===== src/rtl/irq_latch_pkg.sv =====
package irq_latch_pkg;
  // Positions that can never be set to level trigger.
  function automatic logic fixed_edge(input logic is_master, input int pin);
    if (is_master) return (pin <= 2);
    return (pin == 0) || (pin == 5);
  endfunction
endpackage


===== src/rtl/irq_trig_mode_reg.sv =====
module irq_trig_mode_reg #(
  parameter int NUM_PINS  = 8,
  parameter bit IS_MASTER = 1'b1
) (
  input  logic                clk,
  input  logic                rst_n,
  input  logic                wr_en,
  input  logic [NUM_PINS-1:0] wr_data,
  output logic [NUM_PINS-1:0] mode
);
  import irq_latch_pkg::*;

  logic [NUM_PINS-1:0] keep_mask;
  logic [NUM_PINS-1:0] mode_q;

  for (genvar g = 0; g < NUM_PINS; g++) begin : g_mask
    assign keep_mask[g] = !fixed_edge(IS_MASTER, g);
  end

  always_ff @(posedge clk or negedge rst_n) begin
    if (!rst_n)     mode_q <= '0;
    else if (wr_en) mode_q <= wr_data & keep_mask;
  end

  assign mode = mode_q;

  // without a write the register holds
  assert_mode_hold_R8: assert property (@(posedge clk) disable iff (!rst_n)
    !wr_en |=> $stable(mode_q));
endmodule


===== src/rtl/irq_pin_slot.sv =====
module irq_pin_slot #(
  parameter int CNT_W = 4
) (
  input  logic clk,
  input  logic rst_n,
  input  logic up,
  input  logic dn,
  input  logic level,
  input  logic ack_hit,
  output logic req,
  output logic underflow
);
  localparam logic [CNT_W-1:0] CMAX = '1;
  localparam logic [CNT_W-1:0] ONE  = CNT_W'(1);

  function automatic logic [CNT_W-1:0] sat_inc(input logic [CNT_W-1:0] c);
    return (c == CMAX) ? c : c + ONE;
  endfunction

  function automatic logic [CNT_W-1:0] sat_dec(input logic [CNT_W-1:0] c);
    return (c == '0) ? c : c - ONE;
  endfunction

  logic [CNT_W-1:0] cnt_q, cnt_mid, cnt_nxt;
  logic             req_q, req_nxt;
  logic             rise_ev, fall_ev, lvl_hold_ev;

  always_comb begin
    cnt_mid = up ? sat_inc(cnt_q) : cnt_q;
    cnt_nxt = dn ? sat_dec(cnt_mid) : cnt_mid;
  end

  assign rise_ev     = up && (cnt_q == '0);
  assign fall_ev     = dn && (cnt_mid == ONE);
  assign underflow   = dn && (cnt_mid == '0);
  assign lvl_hold_ev = level && ((up && cnt_mid != '0) || (dn && cnt_nxt != '0));

  always_comb begin
    req_nxt = req_q;
    if (rise_ev || (level && up && cnt_mid != '0)) req_nxt = 1'b1;
    if (fall_ev && level)                          req_nxt = 1'b0;
    else if (lvl_hold_ev)                          req_nxt = 1'b1;
    if (ack_hit && cnt_nxt == '0)                  req_nxt = 1'b0;
  end

  always_ff @(posedge clk or negedge rst_n) begin
    if (!rst_n) begin
      cnt_q <= '0;
      req_q <= 1'b0;
    end else begin
      cnt_q <= cnt_nxt;
      req_q <= req_nxt;
    end
  end

  assign req = req_q;

  assert_rise_sets_R3: assert property (@(posedge clk) disable iff (!rst_n)
    (up && !dn && cnt_q == '0) |=> req_q);
  assert_edge_latched_R5: assert property (@(posedge clk) disable iff (!rst_n)
    (req_q && !level && !ack_hit) |=> req_q);
  assert_ack_clears_R6: assert property (@(posedge clk) disable iff (!rst_n)
    (ack_hit && !up && !dn && cnt_q == '0) |=> !req_q);
  assert_saturate_R2: assert property (@(posedge clk) disable iff (!rst_n)
    (up && !dn && cnt_q == CMAX) |=> (cnt_q == CMAX));
  assert_no_wrap_R10: assert property (@(posedge clk) disable iff (!rst_n)
    underflow |=> (cnt_q == '0));
endmodule


===== src/rtl/irq_req_latch.sv =====
module irq_req_latch #(
  parameter int NUM_PINS  = 8,
  parameter int CNT_W     = 4,
  parameter bit IS_MASTER = 1'b1
) (
  input  logic                        clk,
  input  logic                        rst_n,
  input  logic                        ready,
  input  logic [NUM_PINS-1:0]         ev_assert,
  input  logic [NUM_PINS-1:0]         ev_deassert,
  input  logic [NUM_PINS-1:0]         ev_pulse,
  input  logic                        ack_valid,
  input  logic [$clog2(NUM_PINS)-1:0] ack_pin,
  input  logic                        tm_wr_en,
  input  logic [NUM_PINS-1:0]         tm_wr_data,
  output logic [NUM_PINS-1:0]         tm_mode,
  output logic [NUM_PINS-1:0]         req,
  output logic                        err_underflow
);
  localparam int PIN_W = $clog2(NUM_PINS);

  logic [NUM_PINS-1:0] up_v, dn_v, ack_v, uf_v;
  logic                err_q;

  irq_trig_mode_reg #(.NUM_PINS(NUM_PINS), .IS_MASTER(IS_MASTER)) u_mode (
    .clk(clk), .rst_n(rst_n), .wr_en(tm_wr_en), .wr_data(tm_wr_data), .mode(tm_mode)
  );

  assign up_v = {NUM_PINS{ready}} & (ev_assert | ev_pulse);
  assign dn_v = {NUM_PINS{ready}} & (ev_deassert | ev_pulse);

  for (genvar g = 0; g < NUM_PINS; g++) begin : g_pin
    localparam logic [PIN_W-1:0] PIDX = PIN_W'(g);
    assign ack_v[g] = ack_valid && (ack_pin == PIDX);
    irq_pin_slot #(.CNT_W(CNT_W)) u_slot (
      .clk(clk), .rst_n(rst_n), .up(up_v[g]), .dn(dn_v[g]),
      .level(tm_mode[g]), .ack_hit(ack_v[g]),
      .req(req[g]), .underflow(uf_v[g])
    );
  end

  always_ff @(posedge clk or negedge rst_n) begin
    if (!rst_n)         err_q <= 1'b0;
    else if (|uf_v)     err_q <= 1'b1;
  end

  assign err_underflow = err_q;

  assert_err_sticky_R10: assert property (@(posedge clk) disable iff (!rst_n)
    err_q |=> err_q);
  assert_not_ready_R9: assert property (@(posedge clk) disable iff (!rst_n)
    (!ready && !ack_valid) |=> $stable(req));
  assert_one_ack_R6: assert property (@(posedge clk) disable iff (!rst_n)
    $onehot0(ack_v));
endmodule


===== config.mk =====
export PLATFORM = sky130hd
export DESIGN_NAME = irq_req_latch
export DESIGN_NICKNAME = d
export VERILOG_FILES = /design/src/rtl/irq_latch_pkg.sv /design/src/rtl/irq_trig_mode_reg.sv /design/src/rtl/irq_pin_slot.sv /design/src/rtl/irq_req_latch.sv
export SDC_FILE = /design/constraint.sdc
export NUM_CORES = 1
export LEC_CHECK = 0
export BUFFER_PORTS_ARGS = -buffer_cell sky130_fd_sc_hd__buf_4
export CAP_MARGIN = 20
export CORE_ASPECT_RATIO = 0.8
export CORE_MARGIN = 2
export CORE_UTILIZATION = 53
export DETAILED_ROUTE_END_ITERATION = 7
export PLACE_DENSITY = 0.77
export SLEW_MARGIN = 40
export SYNTH_ARGS = -nofsm -noshare
export SYNTH_HDL_FRONTEND = slang
export SYNTH_SLANG_ARGS = --single-unit

===== constraint.sdc =====
create_clock -name clk -period 2.4 [get_ports clk]
set_input_delay 0.48 -clock clk [delete_from_list [all_inputs] [get_ports clk]]
set_output_delay 0.48 -clock clk [all_outputs]
set_load 0.02 [all_outputs]

# --- Word level (Yosys, flattened, before mapping) ---
# Index checks and enable logic that the tools add are counted.
totals:
  register_bits: 46
  latch_bits: 0
  mem_bits_rw: 0
  rom_bits: 0
  out_inout_bits: 17
  memories: 0
classes:
  addsub: 16
  multipliers: 0
  n_div: 0
  n_lt_le_gt_ge: 0
  n_eq_ne: 20
  shifts: 0
  mux: 58
  bitwise_logic: 4
  reduce_logical: 121
ops:
  columns: ["operator", "n"]
  rows:
  - ["2-to-1 mux 4 bit", 32]
  - ["zero test 4 bit", 24]
  - ["nonzero test 4 bit", 18]
  - ["logical AND 1 bit", 67]
  - ["adder 4 x 1 -> 4 bit, second input constant", 8]
  - ["== test 4 bit, second input constant", 8]
  - ["subtractor 4 x 1 -> 4 bit, second input constant", 8]
  - ["2-to-1 mux 1 bit", 26]
  - ["== test 4 x 1 -> 1 bit, second input constant", 5]
  - ["bitwise AND 8 bit", 2]
  - ["OR 8 bit", 2]
  - ["== test 3 bit, second input constant", 4]
  - ["logical OR 1 bit", 10]
  - ["OR reduction 8 bit", 1]
  - ["== test 3 x 2 -> 1 bit, second input constant", 2]
  - ["== test 3 x 1 -> 1 bit, second input constant", 1]
  - ["zero test 3 bit", 1]

# --- Logic depth before layout (Yosys ltp) ---
logic_depth:
  ltp_word: 13
  depth_mapped: 12

# --- Modules after synthesis ---
# From an unflattened synthesis, not the netlist that was laid out.
hier_totals:
  cells_unflattened: 634
  area_unflattened_um2: 5256.3
modules_own_cells:
  columns: ["mod", "instances", "cells_per_inst", "area_each_um2", "seq_area_each_um2"]
  rows:
  - ["irq_pin_slot", 8, 73, 599.3, 125.1]
  - ["irq_req_latch", 1, 36, 254.0, 25.0]
  - ["irq_trig_mode_reg", 1, 14, 207.7, 125.1]

# --- Least setup slack after synthesis ---
# Ideal clock, no wire load.
synth_path:
  kind: "input -> register"
  start: "in ready"
  end: "reg g_pin[5].u_slot.req_q"
  setup_ns: 0.133
  arrival_time_ns: 2.247
  slack_ns: 0.020
  cell_stages: 10
  n_path_buf: 1
  path_cell_list: "buf_4 o21a_2 nand2_1 mux2i_1 ha_1 a221oi_1 a21oi_1 or4_1 o211ai_1 a31oi_1"
synth_between:
  elab_chain_len: 12
  elab_cells_between_ends: 26
  classes_between: "add/sub: 1; eq/ne: 1; mux: 6; bitwise: 2; reduce/logical: 16"
synth_lines:
  columns: ["element", "line_no", "text"]
  rows:
  - ["start, declared", "irq_req_latch.sv:8", "input logic ready,"]
  - ["bitwise AND 8 bit", "irq_req_latch.sv:29", "assign up_v = {NUM_PINS{ready}} & (ev_assert | ev_pulse);"]
  - ["2-to-1 mux 4 bit", "irq_pin_slot.sv:29", "cnt_mid = up ? sat_inc(cnt_q) : cnt_q;"]
  - ["subtractor 4 x 1 -> 4 bit or zero test 4 bit (tied branches)", "irq_pin_slot.sv:21", "return (c == '0) ? c : c - ONE;"]
  - ["2-to-1 mux 4 bit", "irq_pin_slot.sv:21", null]
  - ["2-to-1 mux 4 bit", "irq_pin_slot.sv:30", "cnt_nxt = dn ? sat_dec(cnt_mid) : cnt_mid;"]
  - ["nonzero test 4 bit", "irq_pin_slot.sv:36", "assign lvl_hold_ev = level && ((up && cnt_mid != '0) || (dn && cnt_nxt != '0));"]
  - ["logical AND 1 bit", "irq_pin_slot.sv:36", null]
  - ["logical OR 1 bit", "irq_pin_slot.sv:36", null]
  - ["logical AND 1 bit", "irq_pin_slot.sv:36", null]
  - ["2-to-1 mux 1 bit", "irq_pin_slot.sv:42", "else if (lvl_hold_ev) req_nxt = 1'b1;"]
  - ["2-to-1 mux 1 bit", "irq_pin_slot.sv:41", "if (fall_ev && level) req_nxt = 1'b0;"]
  - ["2-to-1 mux 1 bit", "irq_pin_slot.sv:43", "if (ack_hit && cnt_nxt == '0) req_nxt = 1'b0;"]
  - ["end signal, assigned", "irq_pin_slot.sv:52", "req_q <= req_nxt;"]
  - ["end, declared", "irq_pin_slot.sv:25", "logic req_q, req_nxt;"]
# Several ways; a longest one is shown, not always the timed one.
# A chain may end at the register's enable or synchronous reset.

# --- Worst setup path in the final report ---
layout_path:
  start: "reg g_pin[0].u_slot.cnt_q[0]"
  end: "reg g_pin[0].u_slot.req_q"
layout_between:
  elab_chain_len: 9
  elab_cells_between_ends: 14
  classes_between: "add/sub: 2; eq/ne: 1; mux: 5; reduce/logical: 6"
layout_lines:
  columns: ["element", "line_no", "text"]
  rows:
  - ["start, declared", "irq_pin_slot.sv:24", "logic [CNT_W-1:0] cnt_q, cnt_mid, cnt_nxt;"]
  - ["start signal, assigned", "irq_pin_slot.sv:51", "cnt_q <= cnt_nxt;"]
  - ["adder 4 x 1 -> 4 bit or == test 4 bit (tied branches)", "irq_pin_slot.sv:17", "return (c == CMAX) ? c : c + ONE;"]
  - ["2-to-1 mux 4 bit", "irq_pin_slot.sv:17", null]
  - ["2-to-1 mux 4 bit", "irq_pin_slot.sv:29", null]
  - ["subtractor 4 x 1 -> 4 bit or zero test 4 bit (tied branches)", "irq_pin_slot.sv:21", null]
  - ["2-to-1 mux 4 bit", "irq_pin_slot.sv:21", null]
  - ["2-to-1 mux 4 bit", "irq_pin_slot.sv:30", null]
  - ["zero test 4 bit", "irq_pin_slot.sv:43", null]
  - ["logical AND 1 bit", "irq_pin_slot.sv:43", null]
  - ["nonzero test 4 bit (no line) or 2-to-1 mux 1 bit (tied branches)", null, null]
  - ["end signal, assigned", "irq_pin_slot.sv:52", null]
  - ["end, declared", "irq_pin_slot.sv:25", null]
# Several ways; a longest one is shown, not always the timed one.

==> reports/results.txt <==
Final cell count without fillers -> 686
Post-DP Area -> 5005 um^2
Worst setup path category -> register to register
Total leakage power -> 2.445 nW
Register bit total from synthesis -> 46
Net Switching -> 2.974 mW
Leading area contributor after synthesis -> dfrtp_1
Most common cell after layout, fill and taps aside -> buf_4
Core footprint -> 7532 um^2
Status -> complete, no violations
Worst Setup End Kind -> register
DRC -> 0
PD cells -> 1247 nW/um^2
Max FO, Critical Path -> 4
Endpoints failing hold -> 0
Max Clock Freq -> 427.0 MHz
Switching Fraction -> 45.40%
Rows -> 28
DIE WIDTH -> 103.4 um
Vias in the first global route -> 3,884
Internal Power -> 3.577 mW
CTS tree -> built
Layout fillers -> 597
H-tree depth -> 2
Post-synth EDFFs -> 0
Largest cells by area after synthesis -> dfrtp_1 27%, mux2i_1 11%, ha_1 8.7%
Clock Latency Late Sink -> 310 ps
Fin crit share -> 97.57%
ANT nets after route -> 0
CP delay by family, top -> multiplexers
Final HPWL DP -> 8399 um
CTS buffer count -> 5
Initial DRC count -> 166
Area grow syn2layout -> 25.35%
First-pass GRT wire length -> 17,730 um
DRT Wirelength -> 10,780 um
I/O Buffers -> 50
Count of cell types in the netlist -> 67
GR Overflow Total -> 0
Highest-count cells in the layout ignoring fill and taps -> 115 x buf_4, 43 x dfrtp_1, 40 x mux2i_1
Slowest stage cell, crit path -> dfrtp_1
Largest net degree at the start of global routing -> 47
Setup violations, final -> 0
Clock slew at reported path FFs -> 90 ps
Vias -> 3,925
Worst Clk Skew -> 3.838 ps
Main synth FF type -> dfrtp_1
Delay of the slowest cell on the worst path -> 410 ps
Sequential share of power -> 23.6%
Share of cells above drive strength 1 -> 33.05%
Top cell type's share of synthesized area -> 27.47%
Placed cells -> 672
Die H -> 83.53 um
Starting Density -> 55.63%
Power Total -> 6.552 mW
Final Util -> 69.73%
Max-slew violation count -> 0
Vias per cell -> 5.722
Worst Tran Pin Value -> 621.5 ps
Maximum vdd drop -> 711.9 uV
Placer Congestion -> 0.9359
Die area -> 8638 um^2
CP Cell Sequence -> ha_1 -> nand3_1 -> nand2_2 -> mux2i_1 -> ha_1 -> a31o_2 -> mux2_2 -> o41a_1
Unrepaired setup endpoints after global routing -> yes
Clk sink count -> 46
HP Class -> input port to asynchronous set/reset pin
Arr. time, crit path -> 2530 ps
Ys Warns -> 0
Worst Path Buf+Inv -> 0
Final period demand of the worst path -> 2342 ps
Clock Tree Buf Depth -> 2
R2R setup slack -> 60 ps
Syn Area/Cell -> 8.822 um^2
Drt wl/cell -> 15.71 um
CP Data Required Time -> 2590 ps
Finished Cell Area -> 5253 um^2
Rel. slew slack -> 58.56%
Ys async rst share -> 100.0%
CP Launch Type -> register
N_diodes -> 0
I/O pins -> 57
Initial antenna violation count -> 0
Combinational fraction of design power -> 68.5%
Sequential fraction of the synthesis area -> 27.47%
Router iterations before antenna repair -> 6
Mapped Cells -> 475
CP dominant cell by count -> ha_1
Synth Cell Area -> 4190 um^2
Fin Setup TNS -> 0 ps
Max Cap Violations -> 0
Root Driver -> clkbuf_8
Clk network pwr share -> 7.9%
Tot GR Track Use -> 25.28%
Final #Nets -> 649
synth_stat cells, types with 3 or more instances:
cell type and n:
nand3_1 13, mux2_2 12, a31o_2 7, nand4_1 9, a21oi_1 10, o21a_2 4, nand2b_1 23, xor2_1 3
o21ai_0 22, xnor2_1 15, o21a_1 12, inv_1 28, nor2_1 39, ha_1 29, dfrtp_1 46, mux2i_1 44
or3_1 5, a21o_1 5, o211ai_1 5, o22ai_1 6, o41a_1 3, nand2_1 42, a31oi_1 9, buf_4 19
mux2i_2 3, and2_1 5, a21boi_0 3
timing repair:
action | in CTS | in global routing
resized for setup | 1 | 30
setup endpoints to repair | 1 | 11
buffers inserted | 0 | 6
hold buffers | 0 | 0
pin swaps | 2 | 7
stage by stage:
step	hold slack (ps)	worst slack, ps
finish	183.8	58.27
global route	230.9	-42.41
CTS	203.8	16.08
detailed placement	510.1	-107.9
global placement	501.7	-64.38
floorplan	184.4	20.35
sequential cells by signal (all words and copies together), names as in the netlist:
register	flops
g_pin.u_slot.req	8
u_mode.mode	5
g_pin.u_slot.cnt_q	32
err_underflow	1
final timing paths:
kind                                           from                       end  cells after the start
setup / recovery           g_pin[0].u_slot.cnt_q[0]       g_pin[0].u_slot.req                      8
hold / removal                                rst_n  g_pin[2].u_slot.cnt_q[1]                      1
min in group clk                      tm_wr_data[3]            u_mode.mode[3]                      2
setup reg to reg           g_pin[0].u_slot.cnt_q[0]       g_pin[0].u_slot.req                      8
max in group asynchronous                     rst_n  g_pin[1].u_slot.cnt_q[1]                      1
hold reg to reg                       err_underflow             err_underflow                      1
cells by family after synthesis:
kind of cell | Yosys count | synth area share, %
buffers and inverters | 47 | 5.912
AND/OR/NAND/NOR | 160 | 19.44
adder cells (fa/ha/maj) | 29 | 8.659
other | 1 | 0.08949
XOR/XNOR | 18 | 3.763
multiplexers | 62 | 15.71
flip-flops | 46 | 27.47
AO/OA/AOI/OAI | 112 | 18.96
metal layers:
| layer | share of wire, % | vias to the layer above | global-route usage, % |
|---|---|---|---|
| li1 | - | 1915 | - |
| met1 | 45 | 1889 | 35.51 |
| met2 | 49 | 103 | 41.35 |
| met3 | 4.0 | 18 | 3.518 |
| met4 | 1.5 | 0 | 5.024 |
| met5 | 0 | - | 0 |
final cells by class:
| cell class | count | area, um^2 | share of cell area, % |
|---|---|---|---|
| clock buffers | 7 | 86.33 | 1.644 |
| clock inverters | 1 | 5.005 | 0.09528 |
| well taps | 105 | 131.4 | 2.501 |
| multi-input cells | 384 | 2907 | 55.34 |
| inverters | 28 | 105.1 | 2.001 |
| flip-flops and latches | 46 | 1155 | 21.99 |
| repair buffers | 115 | 863.3 | 16.44 |
power groups by stage:
| stage | clock network, mW | logic, mW | registers [mW] |
|---|---|---|---|
| finish | 0.520 | 4.49 | 1.55 |
| global route | 0.562 | 4.99 | 1.59 |
| CTS | 0.531 | 4.21 | 1.52 |
| detailed placement | 0 | 4.17 | 1.54 |
| global placement | 0 | 3.97 | 1.51 |
| floorplan | 0 | 2.84 | 1.47 |
Note: power is estimated with default switching activity, not from simulation.
